==> config.mk <==
export PLATFORM = sky130hd
export DESIGN_NAME = idgate_top
export DESIGN_NICKNAME = d
export VERILOG_FILES = /design/src/rtl/idgate_pkg.sv /design/src/rtl/idgate_seq.sv /design/src/rtl/idgate_cmd.sv /design/src/rtl/idgate_top.sv
export SDC_FILE = /design/constraint.sdc
export NUM_CORES = 1
export LEC_CHECK = 0
export BUFFER_PORTS_ARGS = -buffer_cell sky130_fd_sc_hd__buf_2
export CAP_MARGIN = 20
export CORE_MARGIN = 2
export CORE_UTILIZATION = 45
export DETAILED_ROUTE_END_ITERATION = 8
export HOLD_SLACK_MARGIN = 0.15
export PLACE_DENSITY = 0.72
export REMOVE_ABC_BUFFERS = 1
export SLEW_MARGIN = 40
export SYNTH_ARGS = -nofsm -noshare
export SYNTH_HDL_FRONTEND = slang
export SYNTH_SLANG_ARGS = --single-unit
export TNS_END_PERCENT = 100
==> constraint.sdc <==
create_clock -name clk -period 1.79 [get_ports clk]
set_clock_uncertainty 0.2 [all_clocks]
set_input_delay 0.179 -clock clk [delete_from_list [all_inputs] [get_ports clk]]
set_output_delay 0.179 -clock clk [all_outputs]
set_load 0.01 [all_outputs]
==> src/rtl/idgate_pkg.sv <==
// Shared types for the ID code access gate.
package idgate_pkg;
    // Sequencer phases: ready for a byte, waiting on the reference read, sequence complete.
    typedef enum logic [1:0] {
        S_COLLECT = 2'd0,
        S_FETCH   = 2'd1,
        S_DONE    = 2'd2
    } idg_state_e;
endpackage

==> src/rtl/idgate_seq.sv <==
// ID sequencer and comparator.
// Takes ID bytes one at a time and fetches the matching reference byte.
// It compares the two when the read data returns and keeps a sticky mismatch flag.
// After the last position it raises id_ok if nothing differed.
// Assumes: the read port returns data exactly one cycle after ref_rd_en.
module idgate_seq
    import idgate_pkg::*;
#(
    parameter int ID_LEN = 7,
    parameter int BYTE_W = 8,
    localparam int IDX_W = (ID_LEN > 1) ? $clog2(ID_LEN) : 1
) (
    input  logic              clk,
    input  logic              rst_n,
    input  logic              id_start,
    input  logic              id_valid,
    input  logic [BYTE_W-1:0] id_byte,
    output logic              id_ready,
    output logic              ref_rd_en,
    output logic [IDX_W-1:0]  ref_rd_idx,
    input  logic [BYTE_W-1:0] ref_rd_data,
    output logic              id_ok
);
    localparam logic [IDX_W-1:0] LAST = IDX_W'(ID_LEN - 1);

    idg_state_e        state_q;
    logic [IDX_W-1:0]  idx_q;
    logic [BYTE_W-1:0] held_q;
    logic              miss_q;
    logic              ok_q;
    logic              miss_n;

    // Handshake and read request: only in the collect phase, and never while a restart is requested.
    always_comb begin
        id_ready   = (state_q == S_COLLECT);
        ref_rd_en  = id_valid && id_ready && !id_start;
        ref_rd_idx = idx_q;
        miss_n     = miss_q || (ref_rd_data != held_q);
        id_ok      = ok_q;
    end

    // Sequencing, comparison and verdict registers.
    always_ff @(posedge clk) begin
        if (!rst_n) begin
            state_q <= S_COLLECT;
            idx_q   <= '0;
            held_q  <= '0;
            miss_q  <= 1'b0;
            ok_q    <= 1'b0;
        end else if (id_start) begin
            state_q <= S_COLLECT;
            idx_q   <= '0;
            miss_q  <= 1'b0;
            ok_q    <= 1'b0;
        end else begin
            case (state_q)
                S_COLLECT: begin
                    if (id_valid) begin
                        held_q  <= id_byte;
                        state_q <= S_FETCH;
                    end
                end
                S_FETCH: begin
                    miss_q <= miss_n;
                    if (idx_q == LAST) begin
                        state_q <= S_DONE;
                        ok_q    <= !miss_n;
                    end else begin
                        idx_q   <= idx_q + IDX_W'(1);
                        state_q <= S_COLLECT;
                    end
                end
                default: begin
                    state_q <= S_DONE;
                end
            endcase
        end
    end

    AST_IDX_BOUND: assert property (@(posedge clk) disable iff (!rst_n)
        idx_q <= LAST);
    AST_GRANT_NEEDS_DONE: assert property (@(posedge clk) disable iff (!rst_n)
        ok_q |-> (state_q == S_DONE));
    AST_MISS_STICKY: assert property (@(posedge clk) disable iff (!rst_n)
        (miss_q && !id_start) |=> miss_q);
    AST_START_CLEARS: assert property (@(posedge clk) disable iff (!rst_n)
        id_start |=> (!ok_q && !miss_q && idx_q == '0));
    AST_DONE_HOLDS: assert property (@(posedge clk) disable iff (!rst_n)
        (state_q == S_DONE && !id_start) |=> (state_q == S_DONE && $stable(ok_q)));
endmodule

==> src/rtl/idgate_cmd.sv <==
// Command filter.
// Turns each command request into a registered accept or reject pulse, based on the permission level present in the request cycle.
// Assumes: allow is stable across the request cycle edge.
module idgate_cmd (
    input  logic clk,
    input  logic rst_n,
    input  logic cmd_valid,
    input  logic allow,
    output logic cmd_accept,
    output logic cmd_reject
);
    // One-cycle verdict pulses, cleared by reset.
    always_ff @(posedge clk) begin
        if (!rst_n) begin
            cmd_accept <= 1'b0;
            cmd_reject <= 1'b0;
        end else begin
            cmd_accept <= cmd_valid && allow;
            cmd_reject <= cmd_valid && !allow;
        end
    end

    AST_ONE_VERDICT: assert property (@(posedge clk) disable iff (!rst_n)
        !(cmd_accept && cmd_reject));
    AST_ACCEPT_RULE: assert property (@(posedge clk) disable iff (!rst_n)
        cmd_accept |-> $past(allow && cmd_valid));
    AST_REJECT_RULE: assert property (@(posedge clk) disable iff (!rst_n)
        cmd_reject |-> $past(!allow && cmd_valid));
endmodule

==> src/rtl/idgate_top.sv <==
// ID code access gate top.
// Combines the ID sequencer with the command filter.
// A blank protected memory bypasses the ID result.
// Assumes: mem_blank is a quasi-static level from the memory controller.
module idgate_top #(
    parameter int ID_LEN = 7,
    parameter int BYTE_W = 8,
    localparam int IDX_W = (ID_LEN > 1) ? $clog2(ID_LEN) : 1
) (
    input  logic              clk,
    input  logic              rst_n,
    input  logic              id_start,
    input  logic              id_valid,
    input  logic [BYTE_W-1:0] id_byte,
    output logic              id_ready,
    output logic              ref_rd_en,
    output logic [IDX_W-1:0]  ref_rd_idx,
    input  logic [BYTE_W-1:0] ref_rd_data,
    input  logic              mem_blank,
    input  logic              cmd_valid,
    output logic              cmd_accept,
    output logic              cmd_reject,
    output logic              access_granted
);
    logic id_ok;

    idgate_seq #(.ID_LEN(ID_LEN), .BYTE_W(BYTE_W)) u_seq (
        .clk         (clk),
        .rst_n       (rst_n),
        .id_start    (id_start),
        .id_valid    (id_valid),
        .id_byte     (id_byte),
        .id_ready    (id_ready),
        .ref_rd_en   (ref_rd_en),
        .ref_rd_idx  (ref_rd_idx),
        .ref_rd_data (ref_rd_data),
        .id_ok       (id_ok)
    );

    // Permission: blank memory bypasses the ID check.
    always_comb begin
        access_granted = mem_blank || id_ok;
    end

    idgate_cmd u_cmd (
        .clk        (clk),
        .rst_n      (rst_n),
        .cmd_valid  (cmd_valid),
        .allow      (access_granted),
        .cmd_accept (cmd_accept),
        .cmd_reject (cmd_reject)
    );
endmodule

=== Yosys cells after proc, flatten, opt, wreduce, memory -nomap -nowiden ===
Cells that the tools add are included.

* Register bits after elaboration: 17
* Input port bits: 22
* Output and inout port bits: 8
* Word-level logic and storage cells: 32

* Add/sub/neg operators: 1
* Equality and inequality tests: 4
* Multiplexer cells: 3
* Bitwise logic cells: 3
* Reductions and logical operators: 14

{| class="wikitable"
|+ Operator list
! kind !! number
|-
| 8-bit inequality test || 1
|-
| 1-bit logical AND || 4
|-
| 2-bit 2-to-1 mux || 2
|-
| 2-bit case mux with 2 select lines || 1
|-
| 2-bit AND reduction || 2
|-
| 3-bit by 1-bit adder with 3-bit output, second input constant || 1
|-
| 3-bit == test, second input constant || 1
|-
| 1-bit zero test || 3
|-
| 1-bit inverter || 3
|-
| 3-bit AND reduction || 1
|-
| 2-bit by 1-bit == test with 1-bit output, second input constant || 1
|-
| 2-bit zero test || 1
|-
| 1-bit logical OR || 2
|-
| 2-bit inequality test, second input constant || 1
|-
| 2-bit OR reduction || 1
|}

=== Longest topological paths before layout ===
Gate-level depths: netlist (run 1).

* Word-level depth: 3
* Mapped depth: 6
* Mapped depth without buffers: 6

=== Cells and area by module ===
From an unflattened synthesis (run 1), not the netlist that was laid out.

* Cell total of the unflattened synthesis: 80
* Area, all modules: 737.0 µm²

{| class="wikitable"
|+ Modules (own cells, without submodules)
! module !! instances !! cells each !! area an instance (µm²) !! seq. area each (µm²)
|-
| idgate_seq || 1 || 75 || 674.4 || 300.3
|-
| idgate_cmd || 1 || 4 || 56.3 || 40.0
|-
| idgate_top || 1 || 1 || 6.3 || 0.0
|}

=== Worst setup path before layout (run 1) ===
OpenSTA, ideal clock, no wires.

* Path kind: register -> register
* From: reg u_seq.idx_q[1] (netlist: u_seq.ref_rd_idx[1])
* To: reg u_seq.ok_q (netlist: u_seq.id_ok)
* Arrival time: 1.328 ns
* Required time: 1.520 ns
* Path slack: 0.192 ns
* Stages on the path, launching flop included: 5
* Cells stage by stage: dfxtp_1 -> ha_1 -> nand3_2 -> or4b_1 -> a21oi_1

* Longest elaborated chain between the ends: 2

{| class="wikitable"
|+ RTL lines
! item !! line !! source
|-
| from (decl) || idgate_seq.sv:27 || <nowiki>logic [IDX_W-1:0] idx_q;</nowiki>
|-
| from (signal assigned) || idgate_seq.sv:69 || <nowiki>idx_q <= idx_q + IDX_W'(1);</nowiki>
|-
| 3-bit == test || idgate_seq.sv:65 || <nowiki>if (idx_q == LAST) begin</nowiki>
|-
| 2-bit AND reduction (no source line) || -- ||
|-
| to (signal assigned) || idgate_seq.sv:67 || <nowiki>ok_q <= !miss_n;</nowiki>
|-
| to (decl) || idgate_seq.sv:30 || <nowiki>logic ok_q;</nowiki>
|}

Every way passes these cells.
A chain may end at the register's enable or synchronous reset.

=== Worst setup path in the final report (run 1) ===
* From: in ref_rd_data[4]
* To: reg u_seq.ok_q (netlist: u_seq.id_ok)

* Longest elaborated chain between the ends: 3

{| class="wikitable"
|+ RTL lines
! item !! line !! source
|-
| from (decl) || idgate_top.sv:18 || <nowiki>input logic [BYTE_W-1:0] ref_rd_data,</nowiki>
|-
| 8-bit inequality test || idgate_seq.sv:38 || <nowiki>miss_n = miss_q || (ref_rd_data != held_q);</nowiki>
|-
| 1-bit logical OR || idgate_seq.sv:38 ||
|-
| 1-bit zero test || idgate_seq.sv:67 ||
|}

Every way passes these cells.

==> results of run 1 <==
-- metal layers --
metal	track usage, %	share of wire, %
met1	23.8	42
met2	40.6	51
met3	4.40	4.6
met4	10.6	1.7
met5	0	0
-- layout make-up --
cell class,instances,area [sq um]
Timing Repair Buffer,50,350
Tap cell,16,20.0
Multi-Input combinational cell,64,402
Clock buffer,4,26.3
Inverter,2,11.3
Fill cell,117,392
Sequential cell,17,340
-- cell usage in the layout, fill, tap and decap left out, drive strengths merged --
cell         count
nand3            3
a21oi            1
ha               2
nand4            1
nor3             1
xnor2            8
clkinvlp         1
dfxtp           17
a31oi            1
nand2           19
clkbuf           4
dlygate4sd3     19
nor2             8
nor2b            2
inv              1
buf             31
a21boi           8
or2              1
nand3b           1
nand2b           1
or4b             1
a211oi           1
and2             2
nor4             1
xor2             2
-- how the worst max path moves through the flow --
stage                                     to  slack [ns]  cells past startpoint
floorplan           u_seq.id_ok$_SDFFE_PP0P_        0.19                      4
global placement    u_seq.id_ok$_SDFFE_PP0P_        0.22                      5
detailed placement  u_seq.id_ok$_SDFFE_PP0P_        0.17                      5
CTS                                ref_rd_en        0.03                      4
global route        u_seq.id_ok$_SDFFE_PP0P_       -0.02                      6
finish              u_seq.id_ok$_SDFFE_PP0P_        0.03                      6
-- state kept, by name (all words and copies together) (netlist names) --
signal	cells
u_seq.held_q	8
u_seq.ref_rd_idx	3
u_seq.state_q	2
u_cmd.cmd_accept	1
u_cmd.cmd_reject	1
u_seq.id_ok	1
u_seq.miss_q	1
-- power by group through the flow --
| stage | combinational, W | clock [W] | sequential [W] |
|---|---|---|---|
| floorplan | 0.0000487 | 0 | 0.000407 |
| global placement | 0.0000908 | 0 | 0.000407 |
| detailed placement | 0.0000929 | 0 | 0.000407 |
| CTS | 0.000125 | 0.000208 | 0.000399 |
| global route | 0.000143 | 0.000230 | 0.000400 |
| finish | 0.000129 | 0.000203 | 0.000399 |
-- timing repair --
item | 4_1_cts | 5_1_grt
buffers inserted | 0 | 1
hold buffers | 19 | 0
gates resized for setup | 0 | 2
endpoints found under the setup margin | 0 | 2
hold endpoints to repair | 16 | 0
-- tightest hold or removal path, delay by kind of cell --
| family | cells | cell delay, ns |
|---|---|---|
| compound gates | 1 | 0.05 |
| xor+xnor | 1 | 0.05 |
| buf+inv | 1 | 0.08 |
| simple gates | 2 | 0.25 |
-- stage by stage --
stage / std cells / TNS, ns / utilization, %
after global placement: 129 / 0 / 59.6
after floorplan: 83 / 0 / -
after global routing: 153 / -0.0217 / 74.6
after CTS: 152 / 0 / 73.6
final: 153 / 0 / 74.6
after detailed placement: 129 / 0 / 59.6
-- cell families (layout without fill, tap and decap cells) --
group           Yosys count  after routing  synth area share, %
fa+ha+maj                 2              2                 3.34
xor+xnor                 10             10                 11.7
compound gates           11             11                 10.5
buf+inv                   3             56                 1.50
flops                    17             17                 45.4
simple gates             41             41                 27.5
==> key figures, run 1 <==
Routing
  • Via count: 737
  • Drt pass-1 iters: 4
  • Total Wirelength: 1850 um
  • Post-route antenna net violation count: 0
  • DRC Markers: 0
  • Vias per cell: around 4.8
  • Wire per inst: 12.1 um
  • Initial DRC Count: 9

Synthesis
  • Synthesized area per cell: slightly below 9 sq um
  • Register area share after synthesis: 45.4%
  • Post-Syn Instances: 84
  • Post-synth top cells: nand2_1, dfxtp_1, a21boi_0, nor2_1, xnor2_1
  • Prevailing post-synth register cell: dfxtp_1
  • Yosys warnings: 0
  • Ys async rst share: 0%
  • Flops & latches, synth: 17
  • Synth unique cells: 26
  • Mapped cell area: between 700 and 800 sq um
  • Ranking of synthesized cells by area: dfxtp_1, nand2_1, xnor2_1, a21boi_0, nor2_1
  • Post-synth EDFFs: 0
  • Yosys top cell area share: 45.4%
  • Count leader, synth: nand2_1
  • Largest area contributor in the netlist: dfxtp_1

Job
  • Max-Cap Viols: 0

Power
  • Worst VDD drop: between 0.4 and 0.5 mV
  • Tot Pwr: roughly 0.00073 W
  • P_int: ~0.00055 W
  • Combinational Power Share: between 10% and 20%
  • Clk pwr share: 27.8%
  • Leak: ~0.48 nW
  • Psw: ~0.00018 W
  • Register share of total power: 54.5%
  • PD cells: 636 mW/mm^2
  • Net Sw Frac: 24.2%

Global routing
  • Remaining Overflow, GRT: 0
  • Global-route wire length before repair: 3220 um
  • Largest net degree at the start of global routing: 12
  • Initial antenna violation count: 0
  • Vias in the first global route: about 770
  • Gr usage total: roughly 22%

Setup path
  • Largest delay share family, worst path: simple AND/OR/NAND/NOR gates
  • CP max stage cell: or4b_1
  • CP Data Required Time: ~1.8 ns
  • Worst Setup End Kind: flop
  • Crit path kind: in -> reg
  • Reg2Reg Setup Slack: 0.13 ns
  • Critical path startpoint category: input port
  • Crit path buf inv count: 2
  • Critical Path Start: ref_rd_data[4]
  • CP arrival: around 1.8 ns
  • Reg2reg end: u_seq.id_ok$_SDFFE_PP0P_
  • Critical path cell sequence: dlygate4sd3_1 > buf_2 > xnor2_1 > nand4_1 > or4b_1 > a21oi_2
  • R2R depth: 5
  • Worst Path Max Fanout: 2
  • CP peak stage delay: roughly 0.54 ns
  • RR Startpoint: u_seq.ref_rd_idx[0]$_SDFFE_PP0P_

Timing
  • Count of final max-slew check failures: 0
  • Period utilization: a little over nine tenths
  • Final setup violation count: 0
  • Fmax: approximately 570 MHz
  • Slew headroom: between 80 and 90%
  • Tmin final: approximately 1.8 ns
  • Fin Hold WS: 0.174 ns
  • Slew @ Worst Pin: 0.269 ns
  • Final hold violations: 0
  • Worst setup margin: 0.0264 ns

Floorplan
  • Die X-Extent: between 40 and 50 um
  • IO Pins: 30
  • Core area: ~0.0015 sq mm
  • Die area: 0.00201 sq mm
  • Starting density of the core: 48.6%
  • FP Rows: 14
  • Die Height: 44.8 um

Place
  • DPL Wire Length: 1170 um
  • Placed cell area: 918 sq um
  • Port-buffer cells: 29
  • Pre-CTS setup slack: between 0.15 and 0.2 ns
  • GPL Wtd Cong: a little over 0.7

Clocking
  • Total CTS buffers: 3
  • Reg clk slew, reported paths: ~0.10 ns
  • # clock sinks: 17
  • TritonCTS clock tree: yes
  • CTS root buf: clkbuf_4
  • H-tree depth: 1
  • Clock Latency Late Sink: roughly 0.28 ns
  • Clock Path Buffers: 2

Min path
  • Worst hold path class: in -> reg
  • Hold Path Origin: ref_rd_data[7]
  • Worst hold endpoint: u_seq.id_ok$_SDFFE_PP0P_
  • Worst hold path depth: 5

Layout
  • Share of cells above drive strength 1: 29.9%
  • # diodes: 0
  • P&R area growth vs syn: 53.4%
  • Finished Cell Area: 0.00115 sq mm
  • Final nets: roughly 160

Status
  • Outcome: finished clean
Power figures use the tool's default switching activity.
==> run 2, diff against run 1 <==
Settings changed: CTS_BUF_LIST set to sky130_fd_sc_hd__clkbuf_16.
Clock period 1.79 ns to 1.87 ns, I/O delays scaled along.
==> run 2 against run 1 <==
Effect of this change: via count fell by 5.7%; clock-buffer cell count fell by 1; non-clock buffer count fell by 7; critical path type unchanged; cell count fell by 4.6%; highest routed layer unchanged; worst setup slack improved by 0.072 ns; critical endpoint is now u_cmd.cmd_reject$_SDFF_PN0_; clock power rose by 100%; hold slack improved by 0.015 ns; die area did not move; flip-flop and latch count did not move; core utilization fell by 1.5 points.
==> key figures, run 2 (synthesis results as in run 1) <==
Status
  • Outcome: finished clean

Timing
  • Tmin final: between 1.5 and 2 ns
  • Final setup violation count: 0 (unchanged)
  • Count of final max-slew check failures: 0 (unchanged)
  • Final hold violations: 0 (unchanged)
  • Slew @ Worst Pin: 0.281 ns (+0.0115 ns)
  • Fmax: between 500 and 600 MHz
  • RSZ-0062 raised after global routing: false
  • Worst setup margin: 0.0980 ns (+0.0716 ns)
  • Setup TNS: 0 ns (unchanged)
  • Slew headroom: 81.2% (-0.88 points)
  • Period utilization: a little over nine tenths

Clocking
  • Clock Path Buffers: 2 (unchanged)
  • # clock sinks: 17 (unchanged)
  • Clock Latency Late Sink: 0.24 ns (-0.04 ns)
  • TritonCTS clock tree: yes
  • Total CTS buffers: 3 (unchanged)
  • H-tree depth: 1 (unchanged)
  • Reg clk slew, reported paths: 0.05 ns (-0.05 ns)
  • CTS root buf: clkbuf_16
  • Post-CTS setup buffers: 0 (unchanged)

Routing
  • Initial DRC Count: 27 (+18)
  • Post-route antenna net violation count: 0 (unchanged)
  • Vias per cell: 4.76 (-1.2%)
  • Wire per inst: 12.3 um (+1.6%)
  • Drt pass-1 iters: 4 (unchanged)
  • Via count: 695 (-5.7%)
  • DRC Markers: 0 (unchanged)
  • Total Wirelength: 1800 um (-3.0%)

Place
  • GPL Wtd Cong: 0.720 (about the same)
  • Inst Count DP: 129 (unchanged)
  • Port-buffer cells: 29 (unchanged)
  • DPL Wire Length: 1170 um (unchanged)
  • Pre-CTS setup slack: 0.253 ns (+0.0800 ns)

Layout
  • Commonest non-fill, non-tap cells in the layout: buf_2, nand2_1, dfxtp_1, dlygate4sd3_1
  • Share of cells above drive strength 1: 29.2% (-0.70 points)
  • # diodes: 0 (unchanged)
  • Commonest non-fill, non-tap cell in the layout: buf_2
  • Register Area: 340 sq um (unchanged)
  • Fin cells: 146 (-4.6%)
  • Largest register FFs: 8 (unchanged)
  • Top reg by flops: u_seq.held_q
  • Multi-input logic area: 398 sq um (-0.93%)
  • Final nets: 155 (-4.3%)
  • P&R area growth vs syn: 50.4%
  • Layout fillers: 121 (+3.4%)

Setup path
  • CP arrival: 1.76 ns (-0.03 ns)
  • Critical path cell sequence: dlygate4sd3_1 > buf_2 > or2_2 > nor2_1 > dlygate4sd3_1
  • RR Startpoint: u_seq.ref_rd_idx[0]$_SDFFE_PP0P_
  • Worst Setup End Kind: flop
  • CP max stage cell: dlygate4sd3_1
  • Critical path startpoint category: input port
  • Critical Path Start: mem_blank
  • Worst Path Max Fanout: 3 (+1)
  • Most frequent CP cell: dlygate4sd3_1
  • Crit path kind: in -> reg
  • CP Data Required Time: 1.86 ns (+0.05 ns)
  • CP peak stage delay: 0.55 ns (about the same)

Floorplan
  • Die area: 0.00201 sq mm (unchanged)
  • Starting density of the core: 48.6% (unchanged)
  • Die Height: 44.8 um (unchanged)
  • FP Rows: 14 (unchanged)
  • Die X-Extent: 44.8 um (unchanged)
  • IO Pins: 30 (unchanged)
  • Core area: 0.00154 sq mm (unchanged)

Global routing
  • Remaining Overflow, GRT: 0 (unchanged)
  • Gr usage total: 21.7% (-0.33 points)
  • Largest net degree at the start of global routing: 12 (unchanged)
  • Initial antenna violation count: 0 (unchanged)
  • Vias in the first global route: 730 (-5.7%)
  • Global-route wire length before repair: 3090 um (-3.9%)

Min path
  • Worst hold path class: in -> reg
  • Hold Path Origin: id_start

Power
  • Leak: 0.480 nW (about the same)
  • Worst VDD drop: 0.607 mV (+51%)
  • PD cells: 805 mW/mm^2 (+27%)

Job
  • Max-Cap Viols: 0 (unchanged)
==> run 2: worst paths after layout <==
path | slack [ns] | cells past startpoint | to
setup / recovery | 0.1 | 5 | u_cmd.cmd_reject$_SDFF_PN0_
hold / removal | 0.19 | 3 | u_seq.ref_rd_idx[2]$_SDFFE_PP0P_
setup reg to reg | 0.18 | 5 | u_seq.id_ok$_SDFFE_PP0P_
hold reg to reg | 0.27 | 2 | u_seq.held_q[6]$_SDFFE_PN0P_
==> run 2: final cells by class <==
cell class	instances	area share (%)
Clock inverter	1	0.333
Inverter	2	0.666
Clock buffer	3	6.66
Sequential cell	17	30.2
Multi-Input combinational cell	64	35.3
Timing Repair Buffer	43	25.1
Tap cell	16	1.78
==> run 2: repair_timing <==
action / 4_1_cts / 5_1_grt
gates resized for setup: 0 / 0
endpoints found under the hold margin: 11 / 0
hold buffers: 13 / 0
==> run 2: where the power goes <==
| group | switching (W) | internal, W | leakage (nW) |
|---|---|---|---|
| clock network | 0.000130 | 0.000283 | 0.0423 |
| registers | 0.00000755 | 0.000375 | 0.138 |
| logic | 0.0000470 | 0.0000643 | 0.299 |
==> run 2: worst max-delay path: cells and delay by family <==
family | cells | cell delay [ns]
AND/OR/NAND/NOR | 2 | 0.39
buffers and inverters | 3 | 1.19
==> run 2: metal layers <==
metal / GRT usage [%] / up-vias / part of all wire, %
li1: - / 366 / -
met1: 23.6 / 307 / 43
met2: 40.9 / 19 / 52
met3: 5.20 / 3 / 4.2
met4: 7.06 / 0 / 1.2
met5: 0 / - / 0
==> run 2: metrics by stage <==
stage | cell area [sq um] | total power (W) | hold WS, ns | util, %
floorplan | 746 | 0.000437 | 0.109 | -
global placement | 918 | 0.000476 | 0.234 | 59.6
detailed placement | 918 | 0.000479 | 0.243 | 59.6
CTS | 1130 | 0.000912 | 0.178 | 73.1
global route | 1130 | 0.000950 | 0.213 | 73.1
finish | 1130 | 0.000908 | 0.189 | 73.1
